`src/rtl/burst_seq_pkg.sv`:
```
package burst_seq_pkg;
    localparam int BEAT_W = 2;

    // Low address bits for a beat: linear adds, interleaved XORs.
    function automatic logic [BEAT_W-1:0] burst_low(
        input logic [BEAT_W-1:0] start,
        input logic [BEAT_W-1:0] beat,
        input logic              linear
    );
        return linear ? BEAT_W'(start + beat) : (start ^ beat);
    endfunction
endpackage

```
`src/rtl/burst_addr_gen.sv`:
```
module burst_addr_gen
    import burst_seq_pkg::*;
#(
    parameter int AW = 8
) (
    input  logic          clk,
    input  logic          rst_n,
    input  logic          load,
    input  logic          adv,
    input  logic          linear,
    input  logic [AW-1:0] addr_in,
    output logic [AW-1:0] addr_d,
    output logic [AW-1:0] addr_q
);
    localparam int UW = AW - BEAT_W;

    typedef struct packed {
        logic [UW-1:0]     upper;
        logic [BEAT_W-1:0] start;
        logic [BEAT_W-1:0] beat;
        logic [BEAT_W-1:0] low;
    } seq_t;

    seq_t st_d, st_q;

    always_comb begin
        st_d = st_q;
        if (load) begin
            st_d.upper = addr_in[AW-1:BEAT_W];
            st_d.start = addr_in[BEAT_W-1:0];
            st_d.beat  = '0;
        end else if (adv) begin
            st_d.beat  = st_q.beat + 1'b1;
        end
        st_d.low = burst_low(st_d.start, st_d.beat, linear);
    end

    always_ff @(posedge clk) begin
        if (!rst_n) st_q <= '0;
        else        st_q <= st_d;
    end

    assign addr_d = {st_d.upper, st_d.low};
    assign addr_q = {st_q.upper, st_q.low};
endmodule

```
`src/rtl/byte_write_dec.sv`:
```
module byte_write_dec #(
    parameter int NB = 2
) (
    input  logic          block,
    input  logic          gwr_n,
    input  logic          bwe_n,
    input  logic [NB-1:0] bsel_n,
    output logic [NB-1:0] we
);
    for (genvar i = 0; i < NB; i++) begin : g_lane
        assign we[i] = !block && (!gwr_n || (!bwe_n && !bsel_n[i]));
    end
endmodule

```
`src/rtl/burst_mem_array.sv`:
```
module burst_mem_array #(
    parameter int AW = 8,
    parameter int NB = 2,
    parameter int BW = 8
) (
    input  logic             clk,
    input  logic [AW-1:0]    waddr,
    input  logic [NB-1:0]    we,
    input  logic [NB*BW-1:0] wdata,
    input  logic [AW-1:0]    raddr,
    output logic [NB*BW-1:0] rdata
);
    localparam int DEPTH = 1 << AW;

    logic [NB*BW-1:0] mem [DEPTH];

    always_ff @(posedge clk) begin
        for (int i = 0; i < NB; i++) begin
            if (we[i]) mem[waddr][i*BW +: BW] <= wdata[i*BW +: BW];
        end
    end

    assign rdata = mem[raddr];
endmodule

```
`src/rtl/burst_sram_seq.sv`:
```
module burst_sram_seq #(
    parameter int ADDR_W = 8,
    parameter int BYTES  = 2,
    parameter int BYTE_W = 8
) (
    input  logic                    clk,
    input  logic                    rst_n,
    input  logic                    ce_n,
    input  logic                    start_cpu_n,
    input  logic                    start_ctl_n,
    input  logic                    adv_n,
    input  logic                    linear_order,
    input  logic [ADDR_W-1:0]       addr_in,
    input  logic                    bwe_n,
    input  logic [BYTES-1:0]        bsel_n,
    input  logic                    gwr_n,
    input  logic [BYTES*BYTE_W-1:0] wdata,
    output logic [ADDR_W-1:0]       cur_addr,
    output logic [BYTES*BYTE_W-1:0] rdata
);
    logic              cpu_load;
    logic              any_load;
    logic [ADDR_W-1:0] next_addr;
    logic [BYTES-1:0]  byte_we;

    assign cpu_load = !ce_n && !start_cpu_n;
    assign any_load = cpu_load || !start_ctl_n;

    burst_addr_gen #(.AW(ADDR_W)) u_gen (
        .clk     (clk),
        .rst_n   (rst_n),
        .load    (any_load),
        .adv     (!adv_n),
        .linear  (linear_order),
        .addr_in (addr_in),
        .addr_d  (next_addr),
        .addr_q  (cur_addr)
    );

    byte_write_dec #(.NB(BYTES)) u_dec (
        .block  (cpu_load),
        .gwr_n  (gwr_n),
        .bwe_n  (bwe_n),
        .bsel_n (bsel_n),
        .we     (byte_we)
    );

    burst_mem_array #(.AW(ADDR_W), .NB(BYTES), .BW(BYTE_W)) u_mem (
        .clk   (clk),
        .waddr (next_addr),
        .we    (byte_we),
        .wdata (wdata),
        .raddr (cur_addr),
        .rdata (rdata)
    );
endmodule

```
`config.mk`:
```
export PLATFORM = sky130hd
export DESIGN_NAME = burst_sram_seq
export DESIGN_NICKNAME = d
export VERILOG_FILES = /design/src/rtl/burst_seq_pkg.sv /design/src/rtl/burst_addr_gen.sv /design/src/rtl/byte_write_dec.sv /design/src/rtl/burst_mem_array.sv /design/src/rtl/burst_sram_seq.sv
export SDC_FILE = /design/constraint.sdc
export NUM_CORES = 2
export LEC_CHECK = 0
export BUFFER_PORTS_ARGS = -buffer_cell sky130_fd_sc_hd__buf_4
export CORE_ASPECT_RATIO = 1.5
export CORE_MARGIN = 2
export CORE_UTILIZATION = 35
export CTS_CLUSTER_DIAMETER = 50
export DETAILED_ROUTE_END_ITERATION = 10
export GPL_ROUTABILITY_DRIVEN = 0
export GPL_TIMING_DRIVEN = 1
export PLACE_DENSITY = 0.59
export SLEW_MARGIN = 20
export SYNTH_ARGS = -nofsm -noshare
export SYNTH_HDL_FRONTEND = slang
export SYNTH_SLANG_ARGS = --single-unit
export TNS_END_PERCENT = 100
```
`constraint.sdc`:
```
create_clock -name clk -period 4.7 [get_ports clk]
set_input_delay 0.94 -clock clk [delete_from_list [all_inputs] [get_ports clk]]
set_output_delay 0.94 -clock clk [all_outputs]
set_load 0.02 [all_outputs]
```
==> impl_metrics.csv <==
group,metric,value,unit
synth,seq_area_frac_synth,76.78,%
timing,min_period_over_period,112.7,%
cts,clkTransAtPathRegs,0.07,ns
synth,yosysWarnings,0,
synth,synth_nets,7811,
synth,synth_edf_count,4096,
route,drtPass1Iterations,8,
placement,dp_cells,14270,
cts,clk_latency,0.93,ns
placement,post-dp-hpwl,289800,um
route,drt-initial-drc-count,8200,
finish,fin_nets,8662,
global_route,grt_pass1_vias,84650,
global_route,antenna_found_initial,21,
synth,netlist.area_leader.share,76.63,%
route,final_antenna_net_count,0,
die,fp.dieW,556.9,um
synth,syn_inst,7775,
timing,fin_crit,5.297,ns
die,num_rows,304,
die,coreArea,456800,um^2
global_route,grt_overflow,0,
placement,pre_cts_ws,-0.8842,ns
timing,worst_slack,-0.5965,ns
pwr,power_per_cell_area,411.2,nW/um^2
die,die_height,833.4,um
synth,postSynth.asyncResetShare,0,%
route,viasPerCell,5.465,
finish,fill_cells,39520,
synth,syn_avg_cell_area,20.64,um^2
pwr,peakVddDrop,311.2,uV
cts,cts_hold_buf,0,
placement,place_area,173100,um^2
die,initial_core_util,35.14,%
finish,final_util,41.38,%
synth,syn_area,160500,um^2
route,wl_per_cell,30.32,um
synth,yosysTopAreaCell,"edfxtp_1",
finish,multiInputGateArea,35840,um^2
cts,cts.sinks,4108,
placement,io_buffer_count,58,
timing,tightestPinTransition,1.244,ns
critical_path,critPathLaunchType,"flip-flop",
route,via_count,82210,
synth,synth_area_leaders,"edfxtp_1 (77%), mux4_2 (12%), mux2i_1 (3.6%)",
run,maxCapViolations,0,
timing,fmax,188.8,MHz
finish,drive_gt1_share,29.19,%
finish,final_cell_count_no_fill,15040,
route,drc,0,
die,io_pins,59,
global_route,grt_pass1_wl,639000,um
critical_path,crit_type,"flip-flop to output port",
finish,stdcell_area,189000,um^2
synth,yosys_most_used_dff,"edfxtp_1",
synth,synthTopCellsByCount,"edfxtp_1 (4096), mux4_2 (833), mux2i_1 (573)",
cts,cts_buffer_depth,4,
cts,cts_tree,"built",
global_route,grt_max_degree,143,
status,failed_checks,"setup timing",
finish,register_area,123300,um^2
synth,synth_seq_cells,4108,
worst_hold_path,hp-class,"input port to flip-flop",
critical_path,endpoint_kind,"output port",
critical_path,crit_arrival,4.36,ns
cts,htree_levels,5,
critical_path,worst-path-max-fanout,46,
cts,root_buffer,"clkbuf_16",
synth,synth.most_common_cell,"edfxtp_1",
timing,rsz0062_at_grt,"yes",
global_route,grt.total_usage,19.17,%
die,die_area,464200,um^2
status,outcome,"complete, but fails checks",
cts,cts_buffers,360,
finish,synthToLayoutAreaGrowth,17.76,%
critical_path,worst_ep_required_time,3.76,ns
synth,yosysUniqueCellTypes,70,
pwr,leakage,58.51,nW
timing,slew_viol_final,0,
timing,skew,0.06180,ns
timing,finalHoldViolations,0,
timing,setup_viol,16,
timing,relSlewSlack,17.07,%
route,wl,456100,um
cells by family (layout without fill, tap and decap cells):
logic type                 after synthesis  after routing  synth area share, %
AOI/OAI and AO/OA                      689            689                3.006
xor gates and xnor gates                 3              3              0.02495
adders and majority gates                1              1             0.007794
buffers and inverters                  499           1635                1.907
DFF                                   4108           4108                76.78
muxes                                 1423           1423                15.49
other                                    0             12                    0
and+or+nand+nor                       1052           1052                2.783
layer usage:
layer  vias up  global-route usage (%)  part of all wire [%]
met5         -                       0                 0.016
met4        14                   9.338                   5.6
met3       850                   2.741                   5.8
met2      3165                   34.78                    53
met1     44130                   22.05                    36
li1      34060                       -                     -
state kept, by name (all words and copies together), names as in the netlist:
| signal | flops |
|---|---|
| cur_addr | 1 |
| u_gen.addr_q | 7 |
| u_gen.st_q | 4 |
| u_mem.mem | 4096 |
cell type report:
| cell class | count | area share (%) |
|---|---|---|
| clock buffer | 410 | 4.955 |
| inverter | 4 | 0.01655 |
| sequential | 4108 | 65.21 |
| antenna | 12 | 0.01589 |
| tap | 6120 | 4.051 |
| multi-input combinational | 3168 | 18.96 |
| clock inverter | 237 | 1.356 |
| timing repair buffer | 984 | 5.431 |
worst paths after layout:
path	from	endpoint	slack, ns	depth (start not counted)
worst min register to register	u_gen.st_q[5]	u_gen.st_q[5]	0.49	2
worst min-delay path	addr_in[4]	u_gen.addr_q[4]	0.30	3
worst max register to register	u_gen.addr_q[5]	u_mem.mem[47][4]	0.57	9
worst max-delay path	u_gen.addr_q[2]	rdata[14]	-0.60	11
where the power goes:
group	internal [W]	switching, W
clock	0.0171	0.0134
combinational	0.00276	0.00407
sequential	0.0403	0.0000351
total	0.0602	0.0175
placed cells by master (no fill, tap or decap), types with 10 or more instances in the layout:
cell	synthesis	final
buf_6	70	40
bufinv_16	0	49
nor2_1	554	544
buf_8	14	15
buf_4	51	761
o21ai_0	90	72
mux4_2	833	833
a31oi_1	23	22
clkbuf_8	0	13
nor3_2	0	17
mux4_1	12	12
nand3_1	54	51
o22ai_1	159	130
bufbuf_16	0	20
o21ai_1	4	16
o221ai_2	0	38
nand2_4	0	17
or4_1	18	16
a22oi_2	0	14
a21oi_1	81	73
clkinvlp_4	0	23
a21boi_0	10	10
a211oi_1	20	13
a22oi_1	35	21
buf_12	13	87
diode_2	0	12
mux2i_1	573	566
nor3_1	108	91
edfxtp_1	4096	4096
clkbuf_1	217	42
o221ai_1	181	138
inv_6	0	14
clkinv_2	0	58
o22ai_2	1	28
buf_16	0	42
nand2_1	244	219
o31ai_1	20	15
clkbuf_16	0	374
clkinv_1	0	77
metrics by stage:
stage,power (W),hold WS (ns),TNS (ns)
after floorplan,0.04448,0.4439,0
after global placement,0.04717,0.4507,-7.155
after detailed placement,0.04726,0.4749,-4.119
after CTS,0.07798,0.2212,-9.160
after global routing,0.07970,0.2858,-8.390
final,0.07773,0.2964,-7.706
what timing repair did:
item,4_1_cts,5_1_grt
gates resized for setup,290,147
endpoints found under the setup margin,16,16
buffers inserted,43,43
cloned,32,6
pin swaps,29,37
worst max-delay path, cell delays in order, from the launching register on:
cell	delay, ns
dfxtp_4	0.38
nand2b_4	0.23
buf_16	0.24
buf_12	0.23
o221ai_2	0.28
o22ai_1	0.16
o311ai_4	0.44
buf_4	0.19
or4b_4	0.50
a211oi_4	0.28
buf_12	0.17
buf_4	0.14
Power figures use the tool's default switching activity.
